$ cat src/rtl/alarm_timer_pkg.sv
package alarm_timer_pkg;
  localparam int unsigned FLAG_TF   = 0;
  localparam int unsigned FLAG_AF   = 1;
  localparam int unsigned FLAG_MSF  = 2;
  localparam int unsigned NUM_FLAGS = 3;

  typedef enum logic [1:0] {
    SRC_4K  = 2'd0,
    SRC_64  = 2'd1,
    SRC_SEC = 2'd2,
    SRC_MIN = 2'd3
  } tmr_src_e;
endpackage

$ cat src/rtl/alarm_field_cmp.sv
module alarm_field_cmp #(
  parameter int unsigned W = 7
) (
  input  logic         en_i,
  input  logic [W-1:0] cur_i,
  input  logic [W-1:0] ref_i,
  output logic         ok_o
);
  assign ok_o = !en_i || (cur_i == ref_i);
endmodule

$ cat src/rtl/alarm_unit.sv
module alarm_unit #(
  parameter int unsigned MIN_W  = 7,
  parameter int unsigned HOUR_W = 6,
  parameter int unsigned DAY_W  = 6,
  parameter int unsigned WDAY_W = 3
) (
  input  logic              clk_i,
  input  logic              rst_ni,
  input  logic [MIN_W-1:0]  cur_min_i,
  input  logic [HOUR_W-1:0] cur_hour_i,
  input  logic [DAY_W-1:0]  cur_day_i,
  input  logic [WDAY_W-1:0] cur_wday_i,
  input  logic [MIN_W-1:0]  alm_min_i,
  input  logic [HOUR_W-1:0] alm_hour_i,
  input  logic [DAY_W-1:0]  alm_day_i,
  input  logic [WDAY_W-1:0] alm_wday_i,
  input  logic [3:0]        en_i,
  output logic              hit_o,
  output logic              set_o
);
  logic [3:0] ok;
  logic       hit_q;

  alarm_field_cmp #(.W(MIN_W))  u_min  (.en_i(en_i[0]), .cur_i(cur_min_i),  .ref_i(alm_min_i),  .ok_o(ok[0]));
  alarm_field_cmp #(.W(HOUR_W)) u_hour (.en_i(en_i[1]), .cur_i(cur_hour_i), .ref_i(alm_hour_i), .ok_o(ok[1]));
  alarm_field_cmp #(.W(DAY_W))  u_day  (.en_i(en_i[2]), .cur_i(cur_day_i),  .ref_i(alm_day_i),  .ok_o(ok[2]));
  alarm_field_cmp #(.W(WDAY_W)) u_wday (.en_i(en_i[3]), .cur_i(cur_wday_i), .ref_i(alm_wday_i), .ok_o(ok[3]));

  // all-disabled never matches
  assign hit_o = (|en_i) && (&ok);

  always_ff @(posedge clk_i or negedge rst_ni) begin
    if (!rst_ni) hit_q <= 1'b0;
    else         hit_q <= hit_o;
  end

  assign set_o = hit_o && !hit_q;
endmodule

$ cat src/rtl/countdown_timer.sv
module countdown_timer
  import alarm_timer_pkg::*;
#(
  parameter int unsigned W = 8
) (
  input  logic         clk_i,
  input  logic         rst_ni,
  input  logic         en_i,
  input  tmr_src_e     src_i,
  input  logic         tick_4k_i,
  input  logic         tick_64_i,
  input  logic         tick_sec_i,
  input  logic         tick_min_i,
  input  logic         load_i,
  input  logic [W-1:0] load_val_i,
  output logic [W-1:0] cnt_o,
  output logic         expire_o
);
  localparam logic [W-1:0] ONE = W'(1);

  logic [W-1:0] cnt_q, reload_q;
  logic         tick_sel;

  always_comb begin
    unique case (src_i)
      SRC_4K:  tick_sel = tick_4k_i;
      SRC_64:  tick_sel = tick_64_i;
      SRC_SEC: tick_sel = tick_sec_i;
      default: tick_sel = tick_min_i;
    endcase
  end

  wire step = en_i && tick_sel && !load_i;
  assign expire_o = step && (cnt_q == ONE);

  always_ff @(posedge clk_i or negedge rst_ni) begin
    if (!rst_ni) begin
      cnt_q    <= '0;
      reload_q <= '0;
    end else if (load_i) begin
      cnt_q    <= load_val_i;
      reload_q <= load_val_i;
    end else if (expire_o) begin
      cnt_q    <= reload_q;
    end else if (step && cnt_q != '0) begin
      cnt_q    <= cnt_q - ONE;
    end
  end

  assign cnt_o = cnt_q;
endmodule

$ cat src/rtl/irq_pulse.sv
module irq_pulse #(
  parameter int unsigned PULSE_W = 4
) (
  input  logic clk_i,
  input  logic rst_ni,
  input  logic set_i,
  input  logic flag_next_i,
  output logic active_o
);
  localparam int unsigned CW = $clog2(PULSE_W + 1);
  localparam logic [CW-1:0] LEN = CW'(PULSE_W);

  logic [CW-1:0] cnt_q;

  always_ff @(posedge clk_i or negedge rst_ni) begin
    if (!rst_ni)             cnt_q <= '0;
    else if (set_i)          cnt_q <= LEN;
    else if (!flag_next_i)   cnt_q <= '0;   // flag cleared cuts pulse
    else if (cnt_q != '0)    cnt_q <= cnt_q - CW'(1);
  end

  assign active_o = (cnt_q != '0);
endmodule

$ cat src/rtl/alarm_timer_irq.sv
module alarm_timer_irq
  import alarm_timer_pkg::*;
#(
  parameter int unsigned MIN_W   = 7,
  parameter int unsigned HOUR_W  = 6,
  parameter int unsigned DAY_W   = 6,
  parameter int unsigned WDAY_W  = 3,
  parameter int unsigned TMR_W   = 8,
  parameter int unsigned PULSE_W = 4
) (
  input  logic              clk_i,
  input  logic              rst_ni,
  input  logic [MIN_W-1:0]  cur_min_i,
  input  logic [HOUR_W-1:0] cur_hour_i,
  input  logic [DAY_W-1:0]  cur_day_i,
  input  logic [WDAY_W-1:0] cur_wday_i,
  input  logic [MIN_W-1:0]  alarm_min_i,
  input  logic [HOUR_W-1:0] alarm_hour_i,
  input  logic [DAY_W-1:0]  alarm_day_i,
  input  logic [WDAY_W-1:0] alarm_wday_i,
  input  logic [3:0]        alarm_en_i,
  input  logic              tick_4k_i,
  input  logic              tick_64_i,
  input  logic              sec_tick_i,
  input  logic              min_tick_i,
  input  logic              sec_irq_en_i,
  input  logic              min_irq_en_i,
  input  logic              alarm_irq_en_i,
  input  logic              timer_irq_en_i,
  input  logic              pulse_mode_i,
  input  logic              timer_en_i,
  input  logic [1:0]        timer_src_i,
  input  logic              timer_load_i,
  input  logic [TMR_W-1:0]  timer_value_i,
  input  logic              flag_wr_i,
  input  logic [2:0]        flag_wdata_i,
  output logic [2:0]        flags_o,
  output logic [TMR_W-1:0]  timer_cnt_o,
  output logic              irq_no
);
  logic [NUM_FLAGS-1:0] flags_q, flags_d, set_vec, irq_en, pulse_act, src_on;
  logic                 alarm_hit, alarm_set, tmr_expire;

  alarm_unit #(.MIN_W(MIN_W), .HOUR_W(HOUR_W), .DAY_W(DAY_W), .WDAY_W(WDAY_W)) u_alarm (
    .clk_i, .rst_ni,
    .cur_min_i, .cur_hour_i, .cur_day_i, .cur_wday_i,
    .alm_min_i(alarm_min_i), .alm_hour_i(alarm_hour_i),
    .alm_day_i(alarm_day_i), .alm_wday_i(alarm_wday_i),
    .en_i(alarm_en_i), .hit_o(alarm_hit), .set_o(alarm_set)
  );

  countdown_timer #(.W(TMR_W)) u_timer (
    .clk_i, .rst_ni,
    .en_i(timer_en_i), .src_i(tmr_src_e'(timer_src_i)),
    .tick_4k_i, .tick_64_i, .tick_sec_i(sec_tick_i), .tick_min_i(min_tick_i),
    .load_i(timer_load_i), .load_val_i(timer_value_i),
    .cnt_o(timer_cnt_o), .expire_o(tmr_expire)
  );

  always_comb begin
    set_vec           = '0;
    set_vec[FLAG_TF]  = tmr_expire;
    set_vec[FLAG_AF]  = alarm_set;
    set_vec[FLAG_MSF] = (sec_irq_en_i && sec_tick_i) || (min_irq_en_i && min_tick_i);
    irq_en            = '0;
    irq_en[FLAG_TF]   = timer_irq_en_i;
    irq_en[FLAG_AF]   = alarm_irq_en_i;
    irq_en[FLAG_MSF]  = sec_irq_en_i || min_irq_en_i;
    // masked clear; a set in the same cycle wins
    flags_d = (flag_wr_i ? (flags_q & flag_wdata_i) : flags_q) | set_vec;
  end

  always_ff @(posedge clk_i or negedge rst_ni) begin
    if (!rst_ni) flags_q <= '0;
    else         flags_q <= flags_d;
  end

  for (genvar g = 0; g < NUM_FLAGS; g++) begin : g_pulse
    irq_pulse #(.PULSE_W(PULSE_W)) u_pulse (
      .clk_i, .rst_ni,
      .set_i(set_vec[g]), .flag_next_i(flags_d[g]), .active_o(pulse_act[g])
    );
  end

  assign src_on      = pulse_mode_i ? pulse_act : flags_q;
  assign irq_no      = !(|(src_on & irq_en));
  assign flags_o     = flags_q;
endmodule

$ cat config.mk
export PLATFORM = sky130hd
export DESIGN_NAME = alarm_timer_irq
export DESIGN_NICKNAME = d
export VERILOG_FILES = /design/src/rtl/alarm_timer_pkg.sv /design/src/rtl/alarm_field_cmp.sv /design/src/rtl/alarm_unit.sv /design/src/rtl/countdown_timer.sv /design/src/rtl/irq_pulse.sv /design/src/rtl/alarm_timer_irq.sv
export SDC_FILE = /design/constraint.sdc
export NUM_CORES = 1
export LEC_CHECK = 0
export ABC_AREA = 0
export CAP_MARGIN = 20
export CORE_MARGIN = 5
export CORE_UTILIZATION = 45
export CTS_CLUSTER_DIAMETER = 150
export DETAILED_ROUTE_END_ITERATION = 12
export PLACE_DENSITY = 0.92
export SLEW_MARGIN = 25
export SYNTH_ARGS = -nofsm -noshare
export SYNTH_HDL_FRONTEND = slang
export SYNTH_SLANG_ARGS = --single-unit
export TNS_END_PERCENT = 5
$ cat constraint.sdc
create_clock -name clk_i -period 4.64 [get_ports clk_i]
set_input_delay 0.928 -clock clk_i [delete_from_list [all_inputs] [get_ports clk_i]]
set_output_delay 0.928 -clock clk_i [all_outputs]
set_load 0.005 [all_outputs]
# Yosys cells after proc, flatten, opt, wreduce, memory -nomap -nowiden
# Cells that the tools add are included.
[op_classes]
n_addsub = 4
n_reduce_logical = 30
n_bitwise = 3
eq_ne = 10
mux = 15
[op_table]
columns = ["operator", "count"]
rows = [
  ["$mux W3", 11],
  ["$mux W8", 3],
  ["$eq A6 B6 Y1", 2],
  ["$reduce_bool A3 Y1", 4],
  ["$ne A3 B1 Y1 const B", 3],
  ["$sub A3 B1 Y3 const B", 3],
  ["$eq A8 B1 Y1 const B", 1],
  ["$logic_and A1 B1 Y1", 8],
  ["$reduce_bool A8 Y1", 1],
  ["$sub A8 B1 Y8 const B", 1],
  ["$eq A7 B7 Y1", 1],
  ["$logic_not A1 Y1", 7],
  ["$and A3 B3 Y3", 2],
  ["$logic_or A1 B1 Y1", 6],
  ["$reduce_and A4 Y1", 1],
  ["$reduce_or A4 Y1", 1],
  ["$eq A3 B3 Y1", 1],
  ["$or A3 B3 Y3", 1],
  ["$pmux W1 S3", 1],
  ["$reduce_or A3 Y1", 1],
  ["$eq A2 B1 Y1 const B", 1],
  ["$eq A2 B2 Y1 const B", 1],
  ["$logic_not A2 Y1", 1],
]
[totals]
output_inout_bits = 12
register_bits = 29
input_bits = 75

# Logic depth before layout (Yosys ltp)
# Gate-level depths: netlist of the first run.
[logic_depth]
word_depth = 8
mapped_depth = 8
ltp_nobuf = 7

# Cells and area by module
# Synthesis of the first run repeated with hierarchy kept, for this count alone.
[hier_totals]
cells_unflattened = 198
area_unflattened_um2 = 1995.7
[by_module_without_submodules]
columns = ["mod", "instances", "cells_each", "area_per_inst_um2"]
rows = [
  ["countdown_timer", 1, 97, 968.4],
  ["irq_pulse", 3, 17, 173.9],
  ["alarm_timer_irq", 1, 16, 183.9],
  ["alarm_field_cmp at u_alarm.u_day ...", 2, 8, 71.3],
  ["alarm_field_cmp at u_alarm.u_min", 1, 9, 83.8],
  ["alarm_unit", 1, 5, 61.3],
  ["alarm_field_cmp at u_alarm.u_wday", 1, 4, 33.8],
]

# Worst setup path before layout of the first run
# No wires, ideal clock.
[synth_timing]
path_type = "input to output"
start = "input pulse_mode_i"
end = "output irq_no"
slack_ns = 2.161
arrival_ns = 1.551
cell_stages = 2
path_buffers = 0
cell_sequence = "mux2_2 a221oi_1"
[synth_between]
elab_chain_len = 4
[synth_rtl]
columns = ["item", "line_no", "source"]
rows = [
  ["start: declaration", "alarm_timer_irq.sv:30", "input logic pulse_mode_i,"],
  ["$mux W3", "alarm_timer_irq.sv:85", "assign src_on = pulse_mode_i ? pulse_act : flags_q;"],
  ["$and A3 B3 Y3", "alarm_timer_irq.sv:86", "assign irq_no = !(|(src_on & irq_en));"],
  ["$reduce_or A3 Y1", "alarm_timer_irq.sv:86", ""],
  ["$logic_not A1 Y1", "alarm_timer_irq.sv:86", ""],
  ["end: declaration", "alarm_timer_irq.sv:39", "output logic irq_no"],
]
# No other way between the ends.

# Worst setup path in the final report of the first run
# Ends and elaborated chain as after synthesis.

==> summary.txt, run 1 <==
Drt
  – Mean routed wirelength per cell: 14.3 um
  – TritonRoute pass-1 iters: 4
  – Routed Antenna Nets: 0
  – Final WL: ~5000 um
  – DR iter-0 viols: approximately 110
  – Vias: ~1800
  – DRC Markers: 0
  – Via density: 5.21

Global routing
  – Gr usage total: 0.180
  – Initial antenna violation count: 0
  – First-pass GRT wire length: just under 8000 um
  – Pin count of the biggest net entering global routing: 30
  – Number of global-route vias before repair: around 1800
  – GR Overflow Total: 0

Timing
  – Actual slew at the worst max-slew pin: 0.539 ns
  – Final setup vio count: 0
  – Slew margin rel.: 0.639
  – Tcrit/Tclk final: 0.772
  – Post-Route Skew: 0.00706 ns
  – Fin. Hold Viols: 0
  – Crit path time final: 3.58 ns
  – Setup TNS: 0 ns
  – RSZ-0062 raised after global routing: false
  – Slew Limit Fails: 0
  – Highest Clock Rate: 279 MHz

Yosys
  – Syn Inst Count: approximately 200
  – Number of distinct library cells after synthesis: 51
  – Syn Area/Cell: 9.72 um^2
  – Yosys reg bits: 29
  – Syn nets: approximately 280
  – Fraction of registers with async set/reset: 1.00
  – EDFF count, synth: 0
  – Synthesis Warnings: 0
  – Top FF cell, synth: dfrtp_1
  – Seq/Total Area, Yosys: 0.372
  – Netlist Area Pre-Place: slightly below 2000 um^2

Pwr
  – Power Density: 258 nW/um^2
  – Worst vdd ir: roughly 120 uV
  – Lkg Pwr: 1.23 nW

Cells and area
  – Most frequent cells in the layout: clkdlybuf4s50_1 (86), dfrtp_1 (29), nor2_1 (19), inv_1 (18), xnor2_1 (17)
  – FF/Latch Area: 726 um^2
  – Commonest non-fill, non-tap cell in the layout: clkdlybuf4s50_1
  – Filler instances: 327
  – Finished Cell Area: about 3000 um^2
  – Layout cells sized above 1: 0.105
  – Multi-input combinational cell area: 1140 um^2
  – Syn-to-layout area delta: 52.5%
  – Ant. Diodes: 0
  – Nets@finish: 376

Clocking
  – Worst-skew pair later-pin latency: roughly 0.29 ns
  – Root Driver: clkbuf_8
  – CTS H-tree depth: 2
  – Clock Path Buffers: 2
  – CTS Buf Count: 5
  – Post-CTS setup buffer count: 0
  – CTS tree: built
  – Clock-pin slew on the worst setup and hold paths: about 0.060 ns
  – Sink Count: 29
  – # resized after CTS: 0
  – Hold buffer count at CTS: 0

Worst setup path
  – Worst Setup End Kind: primary output
  – Worst setup SP type: input port
  – Critical Path RT: 3.71 ns
  – Crit Path Max Fanout: 5
  – WS Path Type: in2out
  – Worst EP arrival: 2.65 ns

Floorplanning
  – Die X-Extent: 75.9 um
  – Die height: about 76 um
  – Row cnt: 24
  – Initial Utilization: 0.455
  – Core area: 4290 um^2
  – Die ar.: 5760 um^2
  – IO Count: between 80 and 90

Job
  – Max-cap violations: 0

Run status
  – Outcome: complete, no violations

Place
  – Gpl congestion: 0.824
  – Placed cell area: 2880 um^2
  – Post-DP HPWL: 4080 um
  – I/O Buffers: 86

Min path
  – HP Class: reg2reg
-- cell usage after synthesis, drive strengths merged, types with 3 or more instances --
| cell type | count | area, um^2 |
|---|---|---|
| a2111oi | 3 | 27.5 |
| a21o | 3 | 22.5 |
| a21oi | 9 | 45.0 |
| dfrtp | 29 | 726 |
| ha | 8 | 100 |
| inv | 18 | 67.6 |
| mux2 | 8 | 90.1 |
| mux2i | 4 | 40.0 |
| nand2 | 13 | 48.8 |
| nand4 | 4 | 25.0 |
| nor2 | 20 | 82.6 |
| nor3 | 4 | 35.0 |
| o21ai | 14 | 70.1 |
| o22ai | 3 | 18.8 |
| xnor2 | 17 | 149 |
| xor2 | 8 | 70.1 |
-- logic make-up after synthesis --
family                   count (synthesis)  share of synthesized area
AO/OA/AOI/OAI                           50                      0.182
XOR/XNOR                                25                      0.112
adder cells (fa/ha/maj)                  8                     0.0513
buffers and inverters                   22                     0.0468
flip-flops                              29                      0.372
multiplexers                            12                     0.0666
AND/OR/NAND/NOR                         55                      0.170
-- worst max-delay path: stages --
cell and delay (ns):
clkdlybuf4s50_1 0.54, mux2_2 0.35, a221oi_1 0.28, clkdlybuf4s50_1 0.55
-- state kept, by name (all words and copies together) (netlist names) --
signal,cells
flags_o,3
g_pulse.u_pulse.cnt_q,9
u_timer.cnt_o,8
u_timer.reload_q,8
u_alarm.hit_q,1
-- metrics by stage --
| stage | hold slack (ns) | setup slack, ns | utilization | total power [mW] | instances |
|---|---|---|---|---|---|
| 3_5_place_dp | 0.494 | 1.07 | 0.670 | 0.540 | 338 |
| 6_report | 0.508 | 1.06 | 0.694 | 0.769 | 346 |
| 2_1_floorplan | 0.475 | 2.16 | - | 0.418 | 201 |
| 3_3_place_gp | 0.489 | 1.07 | 0.670 | 0.531 | 338 |
| 4_1_cts | 0.509 | 1.06 | 0.694 | 0.775 | 346 |
| 5_1_grt | 0.522 | 0.969 | 0.694 | 0.812 | 346 |
-- per-layer routing --
metal	GRT usage	up-vias	routed length (um)
li1	-	901	-
met1	0.204	817	2030
met2	0.298	75	2320
met3	0.0765	8	526
met4	0.0738	0	78
met5	0	-	0
-- layout make-up --
type / instances / share of cell area
Multi-Input combinational cell: 150 / 0.381
Timing Repair Buffer: 89 / 0.297
Sequential cell: 29 / 0.244
Clock buffer: 7 / 0.0323
Inverter: 18 / 0.0227
Tap cell: 52 / 0.0218
Clock inverter: 1 / 0.00168
-- path summary, 6_finish.rpt --
path,startpoint,endpoint,slack [ns],cells after the start
max,pulse_mode_i,irq_no,1.06,4
min,u_timer.reload_q[3],u_timer.reload_q[3],0.51,1
max reg2reg,u_timer.cnt_o[0],u_timer.cnt_o[5],2.42,8
min reg2reg,u_timer.reload_q[3],u_timer.reload_q[3],0.51,1
max in group asynchronous,rst_ni,flags_o[1],3.33,2
min in group asynchronous,rst_ni,u_timer.cnt_o[5],1.02,2
-- power breakdown --
part	leakage (nW)	internal [mW]	switching (mW)
logic	0.819	0.139	0.0944
registers	0.359	0.279	0.0233
clock network	0.0542	0.134	0.0998
total	1.23	0.552	0.218
No activity file was read; power rests on OpenSTA's default activity.
==> run 2: changes to the inputs <==
Settings changed: CORE_UTILIZATION 45 to 38, PLACE_DENSITY 0.92 to 0.84.
Clock period 4.64 ns to 2.95 ns, I/O delays scaled along.
==> run 2 against run 1 <==
Against the previous run: die area increased by 16%; critical path type unchanged; sequential power increased by 57%; critical endpoint unchanged; critical path depth unchanged.
==> summary.txt, run 2 (same netlist as run 1, synthesis figures left out) <==
Worst setup path
  – Worst EP arrival: 2.25 ns (-0.40 ns)
  – Worst setup SP type: input port
  – Crit Path Max Fanout: 2 (-3)
  – Reg2Reg Depth: 7 (-1)
  – R2R Setup Slk: 0.71 ns (-1.71 ns)
  – Worst Setup End Kind: primary output
  – Critical Path RT: 2.36 ns (-1.35 ns)
  – WS Path Type: in2out

Drt
  – Via density: 4.97 (-4.5%)
  – Vias: 1809 (+0.44%)
  – TritonRoute pass-1 iters: 4 (unchanged)
  – Final WL: 4820 um (-2.7%)
  – Routed Antenna Nets: 0 (unchanged)
  – DRC Markers: 0 (unchanged)
  – DR iter-0 viols: 96 (-9.4%)
  – Mean routed wirelength per cell: 13.2 um (-7.5%)

Clocking
  – # resized after CTS: 0 (unchanged)
  – CTS tree: built
  – CTS Buf Count: 5 (unchanged)
  – Worst-skew pair later-pin latency: 0.28 ns (about the same)
  – Clock Path Buffers: 2 (unchanged)
  – Sink Count: 29 (unchanged)
  – Clock-pin slew on the worst setup and hold paths: 0.06 ns (about the same)
  – Post-CTS setup buffer count: 0 (unchanged)
  – Hold buffer count at CTS: 0 (unchanged)
  – Root Driver: clkbuf_8
  – CTS H-tree depth: 2 (unchanged)

Timing
  – Slew margin rel.: 0.581 (-0.0586)
  – Final setup vio count: 0 (unchanged)
  – Hold slack final: 0.508 ns (-0.000334 ns)
  – Actual slew at the worst max-slew pin: 0.626 ns (+0.0876 ns)
  – Highest Clock Rate: 352 MHz
  – Setup TNS: 0 ns (unchanged)
  – Post-Route Skew: 0.00485 ns (-0.00220 ns)
  – Slew Limit Fails: 0 (unchanged)
  – RSZ-0062 raised after global routing: false
  – Crit path time final: between 2 and 3 ns
  – Fin. Hold Viols: 0 (unchanged)
  – Tcrit/Tclk final: 0.964

Pwr
  – Power Density: 389 nW/um^2 (+51%)
  – Worst vdd ir: 164 uV (+35%)
  – Lkg Pwr: 1.23 nW (-0.42%)

Place
  – Gpl congestion: 0.808 (-2.0%)
  – I/O Buffers: 86 (unchanged)
  – Post-DP HPWL: 4080 um (+0.14%)

Floorplanning
  – Die ar.: 6670 um^2 (+16%)
  – Row cnt: 26 (+8.3%)
  – IO Count: 87 (unchanged)
  – Initial Utilization: 0.387 (-0.0675)
  – Die X-Extent: 81.7 um (+7.7%)
  – Die height: 81.7 um (+7.7%)
  – Core area: 5040 um^2 (+17%)

Global routing
  – Initial antenna violation count: 0 (unchanged)
  – Gr usage total: 0.151 (-0.0296)
  – Pin count of the biggest net entering global routing: 30 (unchanged)
  – GR Overflow Total: 0 (unchanged)
  – First-pass GRT wire length: 7830 um (+0.53%)
  – Number of global-route vias before repair: 1880 (+3.1%)

Job
  – Max-cap violations: 0 (unchanged)

Cells and area
  – Layout cells sized above 1: 0.102 (-0.00340)
  – Filler instances: 446 (+36%)
  – Max FFs per register: 9 (unchanged)
  – Nets@finish: 377 (+0.27%)
  – Commonest non-fill, non-tap cell in the layout: clkdlybuf4s50_1
  – Most frequent cells in the layout: clkdlybuf4s50_1 (86), dfrtp_1 (29), nor2_1 (19), inv_1 (18), xnor2_1 (17)
  – Ant. Diodes: 0 (unchanged)
  – Largest Register: g_pulse.u_pulse.cnt_q
  – Syn-to-layout area delta: 53.3%

Min path
  – Hold Crit Depth: 1 (unchanged)
  – HP Class: reg2reg

Run status
  – Outcome: complete, no violations
run 2: final cells by class:
type | instances | area (um^2) | share of cell area
Multi-Input combinational cell | 150 | 1140 | 0.379
Timing Repair Buffer | 90 | 891 | 0.298
Sequential cell | 29 | 726 | 0.242
Tap cell | 70 | 87.6 | 0.0293
Clock buffer | 7 | 86.3 | 0.0288
Inverter | 18 | 67.6 | 0.0226
run 2: critical path, stage by stage:
cell             delay, ns
clkdlybuf4s50_1       0.48
mux2_2                0.33
a221oi_1              0.30
clkdlybuf4s50_1       0.56
run 2: path summary, 6_finish.rpt:
kind	from	end
setup / recovery	pulse_mode_i	irq_no
max in group asynchronous	rst_ni	flags_o[1]
min in group asynchronous	rst_ni	u_timer.reload_q[5]
hold reg to reg	u_timer.reload_q[3]	u_timer.reload_q[3]
hold / removal	u_timer.reload_q[3]	u_timer.reload_q[3]
setup reg to reg	u_timer.cnt_o[0]	u_timer.cnt_o[2]
run 2: metal layers:
metal / global-route usage / wire length (um) / vias to the layer above
met2: 0.273 / 2470 / 65
met3: 0.0636 / 508 / 5
met5: 0 / 0 / -
met1: 0.157 / 1780 / 831
met4: 0.0482 / 55 / 0
li1: - / - / 908
run 2: stage by stage:
stage	utilization	area (um^2)	std cells	worst slack, ns	power [mW]
final	0.594	2990	364	0.107	1.17
after global routing	0.594	2990	364	0.0179	1.23
after global placement	0.577	2910	357	0.135	0.839
after CTS	0.594	2990	364	0.0963	1.18
after floorplan	-	1950	201	0.992	0.657
after detailed placement	0.577	2910	357	0.0937	0.849
run 2: power by group:
part	internal (mW)	total (mW)	leakage, nW	switching [mW]
combinational	0.219	0.365	0.823	0.146
sequential	0.439	0.475	0.359	0.0363
clock	0.185	0.326	0.0443	0.141
